==> src/rtl/msr_pkg.sv <==
// Package: shared types and constants for the modem status tracker.
// Assumes the line vector order {dcd, ri, dsr, cts} from MSB to LSB.
package msr_pkg;

    localparam int NUM_LINES   = 4;
    localparam int SYNC_DEPTH  = 2;

    // Bit positions inside a line vector
    localparam int IDX_DCD = 3;
    localparam int IDX_RI  = 2;
    localparam int IDX_DSR = 1;
    localparam int IDX_CTS = 0;

    // Modem control bit positions
    localparam int MC_LOOP = 4;
    localparam int MC_OUT2 = 3;
    localparam int MC_OUT1 = 2;
    localparam int MC_RTS  = 1;
    localparam int MC_DTR  = 0;
    localparam int MC_WIDTH = 5;

    // Reset levels: carrier, data set ready and clear to send high, ring low
    localparam logic [NUM_LINES-1:0] LINES_RESET = 4'b1011;

    typedef struct packed {
        logic dcd;
        logic ri;
        logic dsr;
        logic cts;
    } line_t;

endpackage

==> src/rtl/msr_sync.sv <==
// Module: multi-stage synchroniser for asynchronous level inputs.
// Assumes the inputs are slow levels; each bit is synchronised on its own.
// Reset loads RST_VAL into every stage so no change is seen after reset.
module msr_sync #(
    parameter int              WIDTH   = 4,
    parameter int              STAGES  = 2,
    parameter logic [WIDTH-1:0] RST_VAL = '0
) (
    input  logic             clk,
    input  logic             rst_n,
    input  logic [WIDTH-1:0] async_in,
    output logic [WIDTH-1:0] sync_out
);

    logic [WIDTH-1:0] stage_q [STAGES];

    generate
        for (genvar g = 0; g < STAGES; g++) begin : g_stage
            if (g == 0) begin : g_first
                // First stage: capture the raw asynchronous level
                always_ff @(posedge clk) begin
                    if (!rst_n) stage_q[g] <= RST_VAL;
                    else        stage_q[g] <= async_in;
                end
            end else begin : g_next
                // Later stages: shift the previous stage on
                always_ff @(posedge clk) begin
                    if (!rst_n) stage_q[g] <= RST_VAL;
                    else        stage_q[g] <= stage_q[g-1];
                end
            end
        end
    endgenerate

    assign sync_out = stage_q[STAGES-1];

endmodule

==> src/rtl/msr_track.sv <==
// Module: registered line levels and sticky change flags.
// Assumes samp_in is already synchronous. The ring flag marks only a
// 1-to-0 step. A clear request zeroes the flags except for a change that
// is detected in the same cycle.
module msr_track
    import msr_pkg::*;
(
    input  logic  clk,
    input  logic  rst_n,
    input  line_t samp_in,
    input  logic  clr_req,
    output line_t stat_q,
    output line_t delta_q
);

    line_t delta_set;
    line_t delta_base;

    // Detect a change between the registered level and the new sample
    always_comb begin
        delta_set.dcd = stat_q.dcd ^ samp_in.dcd;
        delta_set.ri  = stat_q.ri & ~samp_in.ri;
        delta_set.dsr = stat_q.dsr ^ samp_in.dsr;
        delta_set.cts = stat_q.cts ^ samp_in.cts;
    end

    // Flags that survive this cycle before new changes are merged
    always_comb begin
        delta_base = clr_req ? line_t'('0) : delta_q;
    end

    // Register the levels and the merged flags
    always_ff @(posedge clk) begin
        if (!rst_n) begin
            stat_q  <= line_t'(LINES_RESET);
            delta_q <= line_t'('0);
        end else begin
            stat_q  <= samp_in;
            delta_q <= delta_base | delta_set;
        end
    end

    // without a clear, no set flag drops
    a_r4_sticky: assert property (@(posedge clk) disable iff (!rst_n)
        !clr_req |=> ((delta_q & $past(delta_q)) == $past(delta_q)));

    // the ring flag rises only on a registered 1-to-0 ring step
    a_r5_ring_fall_only: assert property (@(posedge clk) disable iff (!rst_n)
        $rose(delta_q.ri) |-> ($past(stat_q.ri) && !stat_q.ri));

endmodule

==> src/rtl/msr_loop_map.sv <==
// Module: builds the read byte. In loopback the control outputs replace
// the line levels and the low nibble reads as zero.
// Assumes mcr_bits uses the fixed control bit positions from msr_pkg.
module msr_loop_map
    import msr_pkg::*;
(
    input  logic [MC_WIDTH-1:0] mcr_bits,
    input  line_t               stat_in,
    input  line_t               delta_in,
    output logic [7:0]          rd_val
);

    line_t looped;

    // Route control outputs onto the status positions
    always_comb begin
        looped.dcd = mcr_bits[MC_OUT2];
        looped.ri  = mcr_bits[MC_OUT1];
        looped.dsr = mcr_bits[MC_DTR];
        looped.cts = mcr_bits[MC_RTS];
    end

    // Choose between loopback and normal read byte
    always_comb begin
        if (mcr_bits[MC_LOOP]) rd_val = {looped, 4'b0000};
        else                   rd_val = {stat_in, delta_in};
    end

endmodule

==> src/rtl/modem_status_unit.sv <==
// Module: modem status byte of a 16550-style port, with loopback read.
// Assumes rd_stb and mcr_bits are synchronous to clk. Pins are
// asynchronous and pass through a SYNC_DEPTH-stage synchroniser.
module modem_status_unit
    import msr_pkg::*;
(
    input  logic                clk,
    input  logic                rst_n,
    input  logic                pin_cts,
    input  logic                pin_dsr,
    input  logic                pin_dcd,
    input  logic                pin_ri,
    input  logic [MC_WIDTH-1:0] mcr_bits,
    input  logic                rd_stb,
    output logic [7:0]          rd_data,
    output logic                any_delta
);

    logic [NUM_LINES-1:0] pins_raw;
    logic [NUM_LINES-1:0] pins_sync;
    line_t                samp;
    line_t                stat_q;
    line_t                delta_q;
    logic                 loop_en;
    logic                 clr_req;

    // Gather pins in line-vector order
    assign pins_raw = {pin_dcd, pin_ri, pin_dsr, pin_cts};
    assign samp     = line_t'(pins_sync);
    assign loop_en  = mcr_bits[MC_LOOP];
    // Only a normal-mode read clears the flags
    assign clr_req  = rd_stb & ~loop_en;

    msr_sync #(
        .WIDTH  (NUM_LINES),
        .STAGES (SYNC_DEPTH),
        .RST_VAL(LINES_RESET)
    ) u_sync (
        .clk     (clk),
        .rst_n   (rst_n),
        .async_in(pins_raw),
        .sync_out(pins_sync)
    );

    msr_track u_track (
        .clk    (clk),
        .rst_n  (rst_n),
        .samp_in(samp),
        .clr_req(clr_req),
        .stat_q (stat_q),
        .delta_q(delta_q)
    );

    msr_loop_map u_map (
        .mcr_bits(mcr_bits),
        .stat_in (stat_q),
        .delta_in(delta_q),
        .rd_val  (rd_data)
    );

    assign any_delta = |delta_q;

    // a synchronised change reaches the status register one edge later
    a_r3_follow: assert property (@(posedge clk) disable iff (!rst_n)
        (samp != stat_q) |=> (stat_q == $past(samp)));

    // a normal read with no pending change leaves all flags clear
    a_r6_clear_on_read: assert property (@(posedge clk) disable iff (!rst_n)
        (rd_stb && !loop_en && (samp == stat_q)) |=> (any_delta == 1'b0));

    // the loopback read byte has a zero low nibble
    a_r7_loop_low_zero: assert property (@(posedge clk) disable iff (!rst_n)
        loop_en |-> (rd_data[3:0] == 4'b0000));

    // a loopback read drops no flag
    a_r8_loop_keeps: assert property (@(posedge clk) disable iff (!rst_n)
        (rd_stb && loop_en) |=> ((delta_q & $past(delta_q)) == $past(delta_q)));

    // in normal mode the interrupt flag agrees with the read low nibble
    a_r9_any_matches: assert property (@(posedge clk) disable iff (!rst_n)
        !loop_en |-> (any_delta == (|rd_data[3:0])));

endmodule

==> config.mk <==
export PLATFORM = sky130hd
export DESIGN_NAME = modem_status_unit
export DESIGN_NICKNAME = d
export VERILOG_FILES = /design/src/rtl/msr_pkg.sv /design/src/rtl/msr_sync.sv /design/src/rtl/msr_track.sv /design/src/rtl/msr_loop_map.sv /design/src/rtl/modem_status_unit.sv
export SDC_FILE = /design/constraint.sdc
export NUM_CORES = 1
export LEC_CHECK = 0
export ABC_AREA = 1
export CAP_MARGIN = 10
export CORE_AREA = 4 4 41 43
export CTS_CLUSTER_DIAMETER = 100
export DETAILED_ROUTE_END_ITERATION = 12
export DIE_AREA = 0 0 45 47
export DONT_BUFFER_PORTS = 1
export SYNTH_ARGS = -nofsm -noshare
export SYNTH_HDL_FRONTEND = slang
export SYNTH_SLANG_ARGS = --single-unit
==> constraint.sdc <==
create_clock -name clk -period 1 [get_ports clk]
set_clock_uncertainty 0.1 [all_clocks]
set_input_delay 0.05 -clock clk [delete_from_list [all_inputs] [get_ports clk]]
set_output_delay 0.05 -clock clk [all_outputs]
set_load 0.02 [all_outputs]
==> results.md <==
* Status: finished, violations left
* Violated checks: setup timing
* Die X at 45 um
* Synthesis-stage register bit count at 16
* Top Ports at 21
* Row cnt at 13
* Startpoint Class: register
* Setup WS pre-CTS at 0.188 ns
* Tot GR Track Use at 0.108
* Buffer count from post-CTS setup fixing at 0
* Htree depth at 1
* Worst r2r src: u_sync.stage_q[1][1]
* Synthesized area per cell at 7.44 um^2
* Area Growth Syn to Fin at 37.1%
* Slew Viols, Final at 0
* Post-route ant nets at 0
* Hold Crit Endpoint: u_track.stat_q[3]
* Die ar. at 2120 um^2
* First-pass GRT wire length at 1610 um
* Register-to-Register Setup Slack at 0.23 ns
* Nets at 108
* DRC viols at 0
* Initial core utilization at 0.446
* Cells on worst reg2reg path at 4
* Final setup vio count at 8
* Worst Path Required at 0.85 ns
* Antenna cell count at 0
* Fin crit share at 1.06
* Leading cell type in the layout, fill and taps excluded: nand2_1
* Core area at 1300 um^2
* Initial antenna violation count at 0
* Reg clk slew, reported paths at 0.09 ns
* CTS tree: done
* Cell depth of the worst hold path at 2
* Period minus WS final at 1.06 ns
* # fillers at 122
* Clock buffer depth at 2
* Crit path kind: register to primary output
* Crit end category: primary output
* Worst r2r dst: u_track.delta_q[1]
* Hold Fails Final Rpt at 0
* Critical Path AT at 0.91 ns
* GRT overflow at 0
* Hold path start: rst_n
* Via count at 492
* Routability cong. at 0.638
* RSZ-0062 raised after global routing: yes
* Latest clock arrival within the worst-skew pair at 0.28 ns
* Unique masters post-synth at 10
* CTS Buf Count at 3
* Leakage power total at 0.000420 uW
* PD cells at 1570 nW/um^2
* Drt first pass iters at 4
* Fin area at 796 um^2
* Gate Count Post-Synth at 78
* Share of layout cells above drive strength 1 at 0.337
* WL/cell at 9.43 um
* Commonest cells after routing, fill and taps aside: 26 x nand2_1, 8 x inv_2, 8 x inv_1, 8 x dfxtp_1, 8 x dfxtp_2
* Placed Area at 647 um^2
* Synth warn at 0
* F_max at 940 MHz
* Vias in the first global route at 406
* Maxcap violations at 0
* Die Span Y at 47 um
* Post-synth net total at 90
* Least-Margin Pin Slew at 0.292 ns
* Hpwl dp at 723 um
* Critical Path Fanout Max at 2
* Setup ws final at -0.0641 ns
* Min-delay worst type: input port to register
* Worst IR Drop VDD at 1.00 mV
* Mapped cell area at 581 um^2
* Relative slew slack at 0.805
* Largest net degree at the start of global routing at 13
* CTS sink count at 16
* Clock root buffer: clkbuf_4
* Via density at 4.47
* IO Port Bufs at 0
* Register area share after synthesis at 0.552
* Initial drt markers at 4
* DRT Wirelength at 1040 um
worst max-delay path by stage:
stage / startpoint / endpoint / slack [ns] / depth (start not counted)
final: u_track.stat_q[3] / rd_data[7] / -0.06 / 3
after global routing: u_track.stat_q[1] / rd_data[5] / -0.11 / 3
after detailed placement: u_track.stat_q[0] / rd_data[4] / 0.19 / 3
after global placement: u_track.stat_q[0] / rd_data[4] / 0.20 / 3
after floorplan: u_track.stat_q[0] / rd_data[4] / 0.02 / 2
after CTS: u_track.stat_q[3] / rd_data[7] / -0.08 / 3
layout make-up:
class,instances,area [um^2],area share
multi-input cells,45,211,0.266
inverters,16,60.1,0.0755
well taps,15,18.8,0.0236
repair buffers,14,139,0.175
clock buffers,4,36.3,0.0456
flip-flops and latches,16,330,0.415
timing repair:
item | CTS | global route
endpoints found under the setup margin | 9 | 15
gates resized for setup | 18 | 10
endpoints found under the hold margin | 16 | 0
hold buffers | 7 | 0
pin swaps | 1 | 1
Yosys cell counts:
| cell | instances | area (um^2) |
|---|---|---|
| inv_2 | 1 | 3.75 |
| a21oi_1 | 4 | 20.0 |
| buf_2 | 1 | 5.00 |
| or2_1 | 6 | 37.5 |
| nand4_1 | 1 | 6.26 |
| inv_1 | 15 | 56.3 |
| o21ai_0 | 3 | 15.0 |
| nor2_1 | 4 | 15.0 |
| nand2_1 | 27 | 101 |
| dfxtp_1 | 16 | 320 |
critical path: stages, from the launching register on:
cell and delay (ns):
dfxtp_2 0.34, inv_2 0.04, o21ai_2 0.12, buf_6 0.14
where the power goes:
part,internal (uW),switching (uW),total [uW]
clock,221,192,413
combinational,73.1,82.7,156
sequential,668,12.8,680
kinds of logic after synthesis:
kind of cell | Yosys count | share of synthesized area
compound gates | 7 | 0.0603
buf+inv | 17 | 0.112
flops | 16 | 0.552
simple gates | 38 | 0.276
metrics by stage:
stage | std cells | utilization | power [uW] | hold WS [ns] | setup TNS [ns]
2_1_floorplan | 78 | - | 777 | 0.0188 | 0
6_report | 110 | 0.612 | 1250 | 0.106 | -0.274
3_3_place_gp | 99 | 0.497 | 802 | 0.0213 | 0
5_1_grt | 110 | 0.612 | 1300 | 0.113 | -0.678
4_1_cts | 110 | 0.588 | 1250 | 0.153 | -0.579
3_5_place_dp | 99 | 0.497 | 806 | 0.0233 | 0
sequential cells by signal (all words and copies together) (netlist names):
| name | flops |
|---|---|
| u_sync.stage_q | 8 |
| u_track.delta_q | 4 |
| u_track.stat_q | 4 |
metal layers:
layer / routed length [um] / track usage / vias to the layer above / share of wire
met1: 421 / 0.124 / 213 / 0.41
met2: 510 / 0.172 / 17 / 0.49
met5: 0 / 0 / - / 0
met3: 98 / 0.0383 / 2 / 0.095
li1: - / - / 260 / -
met4: 6 / 0.0702 / 0 / 0.0058
(Power assumes the default switching activity.)
